<file path="src/rtl/bac_pkg.sv">
package bac_pkg;
    localparam int BAC_STB_N = 2;

    typedef enum logic [0:0] {
        STB_RD = 1'b0,
        STB_WR = 1'b1
    } bac_stb_e;

    typedef struct packed {
        logic low_mb;
        logic hit;
        logic dma;
    } bac_flags_t;
endpackage

</file>
<file path="src/rtl/bac_win_dec.sv">
module bac_win_dec #(
    parameter int             AW       = 24,
    parameter logic [AW-1:0]  BASE     = '0,
    parameter int             SIZE_LOG2 = 20
) (
    input  logic [AW-1:0] addr_i,
    output logic          hit_o
);
    localparam logic [AW:0]   SPAN = (SIZE_LOG2 >= AW) ? {1'b1, {AW{1'b0}}} : ((AW+1)'(1) << SIZE_LOG2);
    localparam logic [AW-1:0] MASK = ~(SPAN[AW-1:0] - AW'(1)) & ((SIZE_LOG2 >= AW) ? '0 : '1);

    // Aligned window: compare only the bits above the window size.
    assign hit_o = ((addr_i ^ BASE) & MASK) == '0;
endmodule

</file>
<file path="src/rtl/bac_strobe_gate.sv">
module bac_strobe_gate #(
    parameter int N = 2
) (
    input  logic [N-1:0] strb_n_i,
    input  logic         en_i,
    output logic [N-1:0] strb_n_o
);
    for (genvar g = 0; g < N; g++) begin : g_gate
        assign strb_n_o[g] = strb_n_i[g] | ~en_i;
    end
endmodule

</file>
<file path="src/rtl/bus_addr_capture.sv">
module bus_addr_capture
    import bac_pkg::*;
#(
    parameter int            AW       = 24,
    parameter int            LO_W     = 20,
    parameter int            HI_LSB   = 17,
    parameter logic [AW-1:0] WIN_BASE = 24'h0C8000,
    parameter int            WIN_LOG2 = 14
) (
    input  logic                 clk,
    input  logic                 rst,
    input  logic [LO_W-1:0]      lo_addr_i,
    input  logic [AW-HI_LSB-1:0] hi_addr_i,
    input  logic                 ale_i,
    input  logic                 dma_en_i,
    input  logic                 memrd_n_i,
    input  logic                 memwr_n_i,
    output logic [AW-1:0]        addr_o,
    output logic                 win_hit_o,
    output logic                 low_mb_o,
    output logic                 lowrd_n_o,
    output logic                 lowwr_n_o,
    output logic                 dma_own_o
);
    localparam int HI_W = AW - HI_LSB;
    localparam int UP_W = AW - LO_W;

    typedef struct packed {
        logic [UP_W-1:0]      up;
        logic [LO_W-1:0]      lo;
        logic                 ale;
        bac_flags_t           flags;
        logic [BAC_STB_N-1:0] stb_n;
    } st_t;

    st_t st_d, st_q;

    logic                 fall_w, load_up_w, load_lo_w;
    logic                 low_hit_w, win_hit_w, low_mb_d;
    logic [UP_W-1:0]      cand_up_w;
    logic [BAC_STB_N-1:0] stb_raw_n_w, stb_gated_n_w;

    assign fall_w    = st_q.ale & ~ale_i;
    assign load_up_w = ale_i | dma_en_i;
    assign load_lo_w = fall_w | dma_en_i;
    assign cand_up_w = dma_en_i ? hi_addr_i[HI_W-1 -: UP_W] : st_q.up;
    assign low_mb_d  = load_up_w ? low_hit_w : st_q.flags.low_mb;

    assign stb_raw_n_w[STB_RD] = memrd_n_i;
    assign stb_raw_n_w[STB_WR] = memwr_n_i;

    bac_win_dec #(
        .AW        (AW),
        .BASE      ('0),
        .SIZE_LOG2 (LO_W)
    ) u_low_dec (
        .addr_i ({hi_addr_i, {HI_LSB{1'b0}}}),
        .hit_o  (low_hit_w)
    );

    bac_win_dec #(
        .AW        (AW),
        .BASE      (WIN_BASE),
        .SIZE_LOG2 (WIN_LOG2)
    ) u_win_dec (
        .addr_i ({cand_up_w, lo_addr_i}),
        .hit_o  (win_hit_w)
    );

    bac_strobe_gate #(
        .N (BAC_STB_N)
    ) u_gate (
        .strb_n_i (stb_raw_n_w),
        .en_i     (low_mb_d),
        .strb_n_o (stb_gated_n_w)
    );

    always_comb begin
        st_d     = st_q;
        st_d.ale = ale_i;
        if (load_up_w) begin
            st_d.up           = hi_addr_i[HI_W-1 -: UP_W];
            st_d.flags.low_mb = low_hit_w;
        end
        if (load_lo_w) begin
            st_d.lo        = lo_addr_i;
            st_d.flags.hit = win_hit_w;
        end
        st_d.flags.dma = dma_en_i;
        st_d.stb_n     = stb_gated_n_w;
    end

    always_ff @(posedge clk) begin
        if (rst) begin
            st_q       <= '0;
            st_q.stb_n <= '1;
        end else begin
            st_q <= st_d;
        end
    end

    assign addr_o    = {st_q.up, st_q.lo};
    assign win_hit_o = st_q.flags.hit;
    assign low_mb_o  = st_q.flags.low_mb;
    assign dma_own_o = st_q.flags.dma;
    assign lowrd_n_o = st_q.stb_n[STB_RD];
    assign lowwr_n_o = st_q.stb_n[STB_WR];


    lo_hold_chk: assert property (@(posedge clk) disable iff (rst)
        (!(st_q.ale && !ale_i) && !dma_en_i) |=> $stable(addr_o[LO_W-1:0]));


    up_freeze_chk: assert property (@(posedge clk) disable iff (rst)
        (!ale_i && !dma_en_i) |=> ($stable(addr_o[AW-1:LO_W]) && $stable(low_mb_o)));


    low_mb_set_chk: assert property (@(posedge clk) disable iff (rst)
        (ale_i && hi_addr_i[HI_W-1 -: UP_W] == '0) |=> low_mb_o);


    low_mb_clr_chk: assert property (@(posedge clk) disable iff (rst)
        (ale_i && hi_addr_i[HI_W-1 -: UP_W] != '0) |=> !low_mb_o);


    rd_idle_chk: assert property (@(posedge clk) disable iff (rst)
        memrd_n_i |=> lowrd_n_o);


    wr_idle_chk: assert property (@(posedge clk) disable iff (rst)
        memwr_n_i |=> lowwr_n_o);


    dma_flag_chk: assert property (@(posedge clk) disable iff (rst)
        dma_en_i |=> dma_own_o);
endmodule

</file>
<file path="config.mk">
export PLATFORM = sky130hd
export DESIGN_NAME = bus_addr_capture
export DESIGN_NICKNAME = d
export VERILOG_FILES = /design/src/rtl/bac_pkg.sv /design/src/rtl/bac_win_dec.sv /design/src/rtl/bac_strobe_gate.sv /design/src/rtl/bus_addr_capture.sv
export SDC_FILE = /design/constraint.sdc
export NUM_CORES = 1
export LEC_CHECK = 0
export BUFFER_PORTS_ARGS = -buffer_cell sky130_fd_sc_hd__buf_2
export CORE_MARGIN = 4
export CORE_UTILIZATION = 42
export DETAILED_ROUTE_END_ITERATION = 10
export GPL_TIMING_DRIVEN = 0
export PLACE_DENSITY = 0.75
export SLEW_MARGIN = 20
export SYNTH_ARGS = -nofsm -noshare
export SYNTH_HDL_FRONTEND = slang
export SYNTH_SLANG_ARGS = --single-unit
</file>
<file path="constraint.sdc">
create_clock -name clk -period 1.2 [get_ports clk]
set_clock_uncertainty 0.15 [all_clocks]
set_input_delay 0.06 -clock clk [delete_from_list [all_inputs] [get_ports clk]]
set_output_delay 0.06 -clock clk [all_outputs]
set_load 0.1 [all_outputs]
</file>
; Word-level counts from Yosys, hierarchy flattened
; Index checks and enable logic that the tools add are counted.
[classes]
div_mod_pow = 0
bitwise = 8
n_shift = 0
reduce_logical = 2
n_addsub = 0
magnitude_cmp = 0
n_eq_ne = 0
muxes = 2
multipliers = 0
[op_table]
columns = operator, n
row1 = $logic_not 24->1, 2
row2 = $mux 4, 1
row3 = $or 1x1->1, 4
row4 = $not 3->3, 1
row5 = $not 1->1, 2
row6 = $and 1x1->1, 1
row7 = $mux 1, 1
[word_totals]
wordCells = 19
ramBits = 0
reg_bits = 30
latch_bits = 0
inputBits = 33
mem_bits_ro = 0
output_inout_bits = 29
mem_count = 0

; Longest topological paths before layout
[logic_depth]
ltp_word = 4
depth_mapped = 4
mapped_depth_nobuf = 3

; Hierarchy
; From an unflattened synthesis, not the netlist that was laid out.
[hier_totals]
hier_cells = 157
area_unflattened_um2 = 1541.5
[by_module_without_submodules]
columns = mod, instances, cells_per_inst, seq_area_each_um2, area_each_um2
row1 = bus_addr_capture, 1, 151, 600.6, 1487.7
row2 = bac_win_dec at u_win_dec, 1, 3, 0.0, 28.8
row3 = bac_strobe_gate, 1, 2, 0.0, 12.5
row4 = bac_win_dec at u_low_dec, 1, 1, 0.0, 12.5

; Least setup slack after synthesis
; No wires, ideal clock.
[synth_timing]
kind = register to register
start = register st_q, in the netlist low_mb_o
end = register st_q, in the netlist lowrd_n_o
path_buffers = 0
setup_slack_ps = -634
path_stages_with_launch = 3
required_time_ps = 923
arrival_ps = 1557
setup_ps = 127
period_less_slack_ps = 1834
path_cell_list = dfxtp_1 -> mux2_2 -> or3b_1
[synth_between]
elab_chain_len = 3
[synth_rtl]
columns = element, line
row1 = "start, declared", bus_addr_capture.sv:36  ; st_t st_d, st_q;
row2 = "start signal, assigned", bus_addr_capture.sv:98  ; st_q <= st_d;
row3 = $mux 1, n/a
row4 = $not 1->1, bac_strobe_gate.sv:9  ; assign strb_n_o[g] = strb_n_i[g] | ~en_i;
row5 = $or 1x1->1, bac_strobe_gate.sv:9
; No other way between the ends.
; A chain may end at the register's enable or synchronous reset.

; Final worst setup path
[layout_timing]
start = register st_q[5] (netlist name)
end = register st_q, in the netlist addr_o[16]
[layout_between]
elab_chain_len = 2
[layout_rtl]
columns = element, line
row1 = $and 1x1->1, bus_addr_capture.sv:43  ; assign fall_w = st_q.ale & ~ale_i;
row2 = $or 1x1->1, bus_addr_capture.sv:45  ; assign load_lo_w = fall_w | dma_en_i;
; No other way between the ends.

==> PnR_summary.wiki <==
{| class="wikitable"
! Metric !! Value
|-
| Area of the core || 3103 µm²
|-
| Cell depth of the worst hold path || 3
|-
| Source of the worst hold timing path || hi_addr_i[4]
|-
| Rel. slew slack || 0.6441
|-
| Minimum clock period after layout || 1368 ps
|-
| Cell Rows || 20
|-
| Kind of end point of the critical path || register
|-
| Inst Count DP || 256
|-
| Largest net degree at the start of global routing || 11
|-
| Number of standard cells in the layout, taps in and fillers out || around 300
|-
| Sequential Area || 628.1 µm²
|-
| Count of final hold-check violations || 2
|-
| Highest attainable clock frequency || roughly 730 MHz
|-
| Master cell of the clock root buffer || sky130_fd_sc_hd__clkbuf_4
|-
| TritonCTS clock tree || done
|-
| Fin nets || approximately 280
|-
| Reg-to-reg critical path startpoint || st_q[5]
|-
| Static leakage power || around 1.1 nW
|-
| Final std cell area, no fill || 2614 µm²
|-
| Number of maximum-capacitance violations || 0
|-
| Count of port buffers added during placement || 58
|-
| Worst reg2reg path depth || 4
|-
| Mapped Nets || approximately 190
|-
| Async S/R FF share, synth || 0
|-
| Area of the multi-input gates || between 600 and 700 µm²
|-
| Cell area after synthesis || 1391 µm²
|-
| Buffers from clock root to sink, at most || 2
|-
| Placed wire-length estimate after detailed placement || between 2000 and 2500 µm
|-
| Most area-hungry cell type in the Yosys netlist || sky130_fd_sc_hd__dfxtp_1
|-
| Worst path arrival time || between 1000 and 1500 ps
|-
| Portion of the post-synthesis area used by sequential elements || 0.4317
|-
| Place WS || -210.4 ps
|-
| Worst Setup Start Kind || register
|-
| Post-Route Hold Slack || -146.0 ps
|-
| Vias in the first global route || 1541
|-
| Number of design rule violations left after detail routing || 0
|-
| R2r endpoint || addr_o[16]
|-
| VDD IR-drop max || about 0.00080 V
|-
| DRT Pass-1 Iters || 4
|-
| Number of antenna violations at the first check in global routing || 0
|-
| Clock transition at the registers of the reported paths || around 100 ps
|-
| Number of CTS-inserted buffers || 5
|-
| Worst skew pair latency || 330 ps
|-
| Vias || roughly 1500
|-
| Failing checks || hold timing, setup timing
|-
| GRT Total Usage || 0.2100
|-
| Global-route wire length before repair || just under 7000 µm
|-
| Primary FF master, synth || sky130_fd_sc_hd__dfxtp_1
|-
| WP data required || roughly 1300 ps
|-
| Terminating pin of the worst hold path || addr_o[21]
|-
| Fraction of layout cells with a size suffix above 1 || 0.5339
|-
| Setup crit start || st_q[5]
|-
| Synthesized instance count || approximately 150
|-
| Die Outline Area || ~4300 µm²
|-
| RSZ-0062 raised after global routing || yes
|-
| Count of unique library cells instantiated by Yosys || 23
|-
| Syn_area_per_cell || between 9 and 10 µm²
|-
| Count of final setup violators || 20
|-
| Power per unit of standard cell area || slightly above 1000 nW/µm²
|-
| Slew Viols, Final || 0
|-
| Vias per Instance || approximately 5.1
|-
| Register-to-register setup slack || -170 ps
|-
| Final ANT Viol Nets || 0
|-
| RePlAce Congestion || 0.8140
|-
| Clock H-tree levels || 2
|-
| Starting density of the core || 0.4484
|-
| Result of the run || finished, violations left
|-
| Number of flip-flops and latches in the synthesized netlist || 30
|-
| Clock tree sinks || 30
|-
| Vertical die dimension || between 60 and 70 µm
|-
| Final setup margin || -167.8 ps
|-
| # IOs || between 60 and 70
|-
| Number of synthesized flops with an enable pin || 0
|-
| Path type of the worst setup path || reg -> reg
|-
| Synth-to-layout area growth || 87.86%
|-
| Layout fillers || just under 200
|-
| Worst-margin pin slew || between 500 and 600 ps
|-
| Routed wire length || ~4500 µm
|-
| Yosys top cell area share || 0.4317
|-
| Biggest area contributors in the synthesized netlist || sky130_fd_sc_hd__dfxtp_1, sky130_fd_sc_hd__or3b_1, sky130_fd_sc_hd__buf_4
|-
| Die width || between 60 and 70 µm
|-
| Average routed wire per standard cell || around 15 µm
|-
| Hold WC Path Type || in -> reg
|-
| Final worst path period share || 1.140
|-
| Antenna fix cells || 0
|-
| Number of DRC markers after the initial detailed-route iteration || 66
|-
| Crit path max fanout || 5
|-
| Placed instance area || between 1500 and 2000 µm²
|-
| Warnings from Yosys || 0
|-
| Overflow left after global routing || 0
|-
| Setup Buffers After CTS || 0
|}
repair_timing:
action,in CTS,in global routing
pin swaps,1,1
endpoints found under the hold margin,28,4
resized for setup,83,68
hold buffers,26,2
cloned,1,3
endpoints found under the setup margin,50,49
layout make-up:
| cell class | count | share of cell area |
|---|---|---|
| Timing Repair Buffer | 89 | 0.3724 |
| Multi-Input combinational cell | 89 | 0.2441 |
| Sequential cell | 30 | 0.2403 |
| Buffer | 36 | 0.1048 |
| Tap cell | 44 | 0.02106 |
| Clock buffer | 7 | 0.01723 |
per-stage QoR:
step / hold WS [ps] / setup TNS, ps / util / total power [mW]
finish: -146.0 / -2469 / 0.8423 / 2.666
global route: -116.2 / -3427 / 0.8423 / 2.764
CTS: -162.3 / -1586 / 0.7548 / 2.538
detailed placement: 102.7 / -3468 / 0.5677 / 1.802
global placement: 99.64 / -2997 / 0.5677 / 1.798
floorplan: 12.74 / -340.8 / - / 1.666
where the power goes:
group	internal, mW	switching (mW)
logic	0.436	0.588
registers	1.05	0.0321
clock network	0.221	0.340
cells in the mapped netlist, types with 2 or more instances:
| master | instances |
|---|---|
| sky130_fd_sc_hd__buf_4 | 24 |
| sky130_fd_sc_hd__clkbuf_1 | 7 |
| sky130_fd_sc_hd__dfxtp_1 | 30 |
| sky130_fd_sc_hd__or3b_1 | 21 |
| sky130_fd_sc_hd__buf_2 | 2 |
| sky130_fd_sc_hd__nor2b_1 | 3 |
| sky130_fd_sc_hd__nor4_1 | 2 |
| sky130_fd_sc_hd__o21ai_0 | 24 |
| sky130_fd_sc_hd__a21oi_1 | 24 |
| sky130_fd_sc_hd__nand2_1 | 4 |
critical path, stage by stage (launching register included):
cell                      delay [ps]
sky130_fd_sc_hd__dfxtp_1         330
sky130_fd_sc_hd__nor2b_4         140
sky130_fd_sc_hd__buf_4           160
sky130_fd_sc_hd__or3b_1          360
sky130_fd_sc_hd__a21oi_1         150
registers in the layout, indices dropped and copies added, names as in the netlist:
name,count
st_q,1
win_hit_o,1
dma_own_o,1
lowrd_n_o,1
addr_o,24
low_mb_o,1
lowwr_n_o,1
worst max path at each step:
stage / end / slack [ps] / cells after the start
finish: addr_o[16] / -170 / 4
global route: addr_o[16] / -180 / 4
CTS: addr_o[2] / -100 / 4
detailed placement: lowwr_n_o / -210 / 4
global placement: lowrd_n_o / -200 / 4
floorplan: lowrd_n_o / -120 / 2
cells by family after synthesis:
group                  synth area share
AOI/OAI and AO/OA                0.1781
buffers and inverters            0.1700
DFF                              0.4317
muxes                           0.01529
and+or+nand+nor                  0.2050
layout by cell type, fill, tap and decap left out:
| master | Yosys | routed |
|---|---|---|
| sky130_fd_sc_hd__dlygate4sd3_1 | 0 | 28 |
| sky130_fd_sc_hd__buf_12 | 0 | 24 |
| sky130_fd_sc_hd__buf_4 | 24 | 25 |
| sky130_fd_sc_hd__nor2_1 | 1 | 1 |
| sky130_fd_sc_hd__a21oi_2 | 0 | 8 |
| sky130_fd_sc_hd__nand4b_1 | 1 | 1 |
| sky130_fd_sc_hd__a21oi_1 | 24 | 16 |
| sky130_fd_sc_hd__buf_1 | 1 | 1 |
| sky130_fd_sc_hd__dfxtp_2 | 0 | 13 |
| sky130_fd_sc_hd__o21ai_0 | 24 | 24 |
| sky130_fd_sc_hd__nor2b_4 | 0 | 2 |
| sky130_fd_sc_hd__nand2_1 | 4 | 4 |
| sky130_fd_sc_hd__nor4b_2 | 0 | 1 |
| sky130_fd_sc_hd__nor2_2 | 1 | 1 |
| sky130_fd_sc_hd__clkbuf_4 | 0 | 6 |
| sky130_fd_sc_hd__buf_6 | 1 | 7 |
| sky130_fd_sc_hd__clkbuf_2 | 1 | 2 |
| sky130_fd_sc_hd__clkbuf_8 | 0 | 2 |
| sky130_fd_sc_hd__or3b_4 | 0 | 5 |
| sky130_fd_sc_hd__nor4_2 | 0 | 2 |
| sky130_fd_sc_hd__dfxtp_4 | 0 | 3 |
| sky130_fd_sc_hd__or4b_1 | 1 | 1 |
| sky130_fd_sc_hd__mux2i_1 | 1 | 1 |
| sky130_fd_sc_hd__dfxtp_1 | 30 | 14 |
| sky130_fd_sc_hd__clkbuf_1 | 7 | 5 |
| sky130_fd_sc_hd__or3b_1 | 21 | 17 |
| sky130_fd_sc_hd__mux2_4 | 0 | 1 |
| sky130_fd_sc_hd__nor2b_1 | 3 | 3 |
| sky130_fd_sc_hd__o31ai_1 | 1 | 1 |
| sky130_fd_sc_hd__buf_2 | 2 | 32 |
metal layers:
layer  vias up  global-route usage  part of all wire
li1        712                   -                 -
met5         -                   0                 0
met2        60              0.3831              0.53
met4         0             0.08549             0.012
met3         7             0.06325             0.077
met1       712              0.2227              0.38
(Power assumes the default switching activity.)
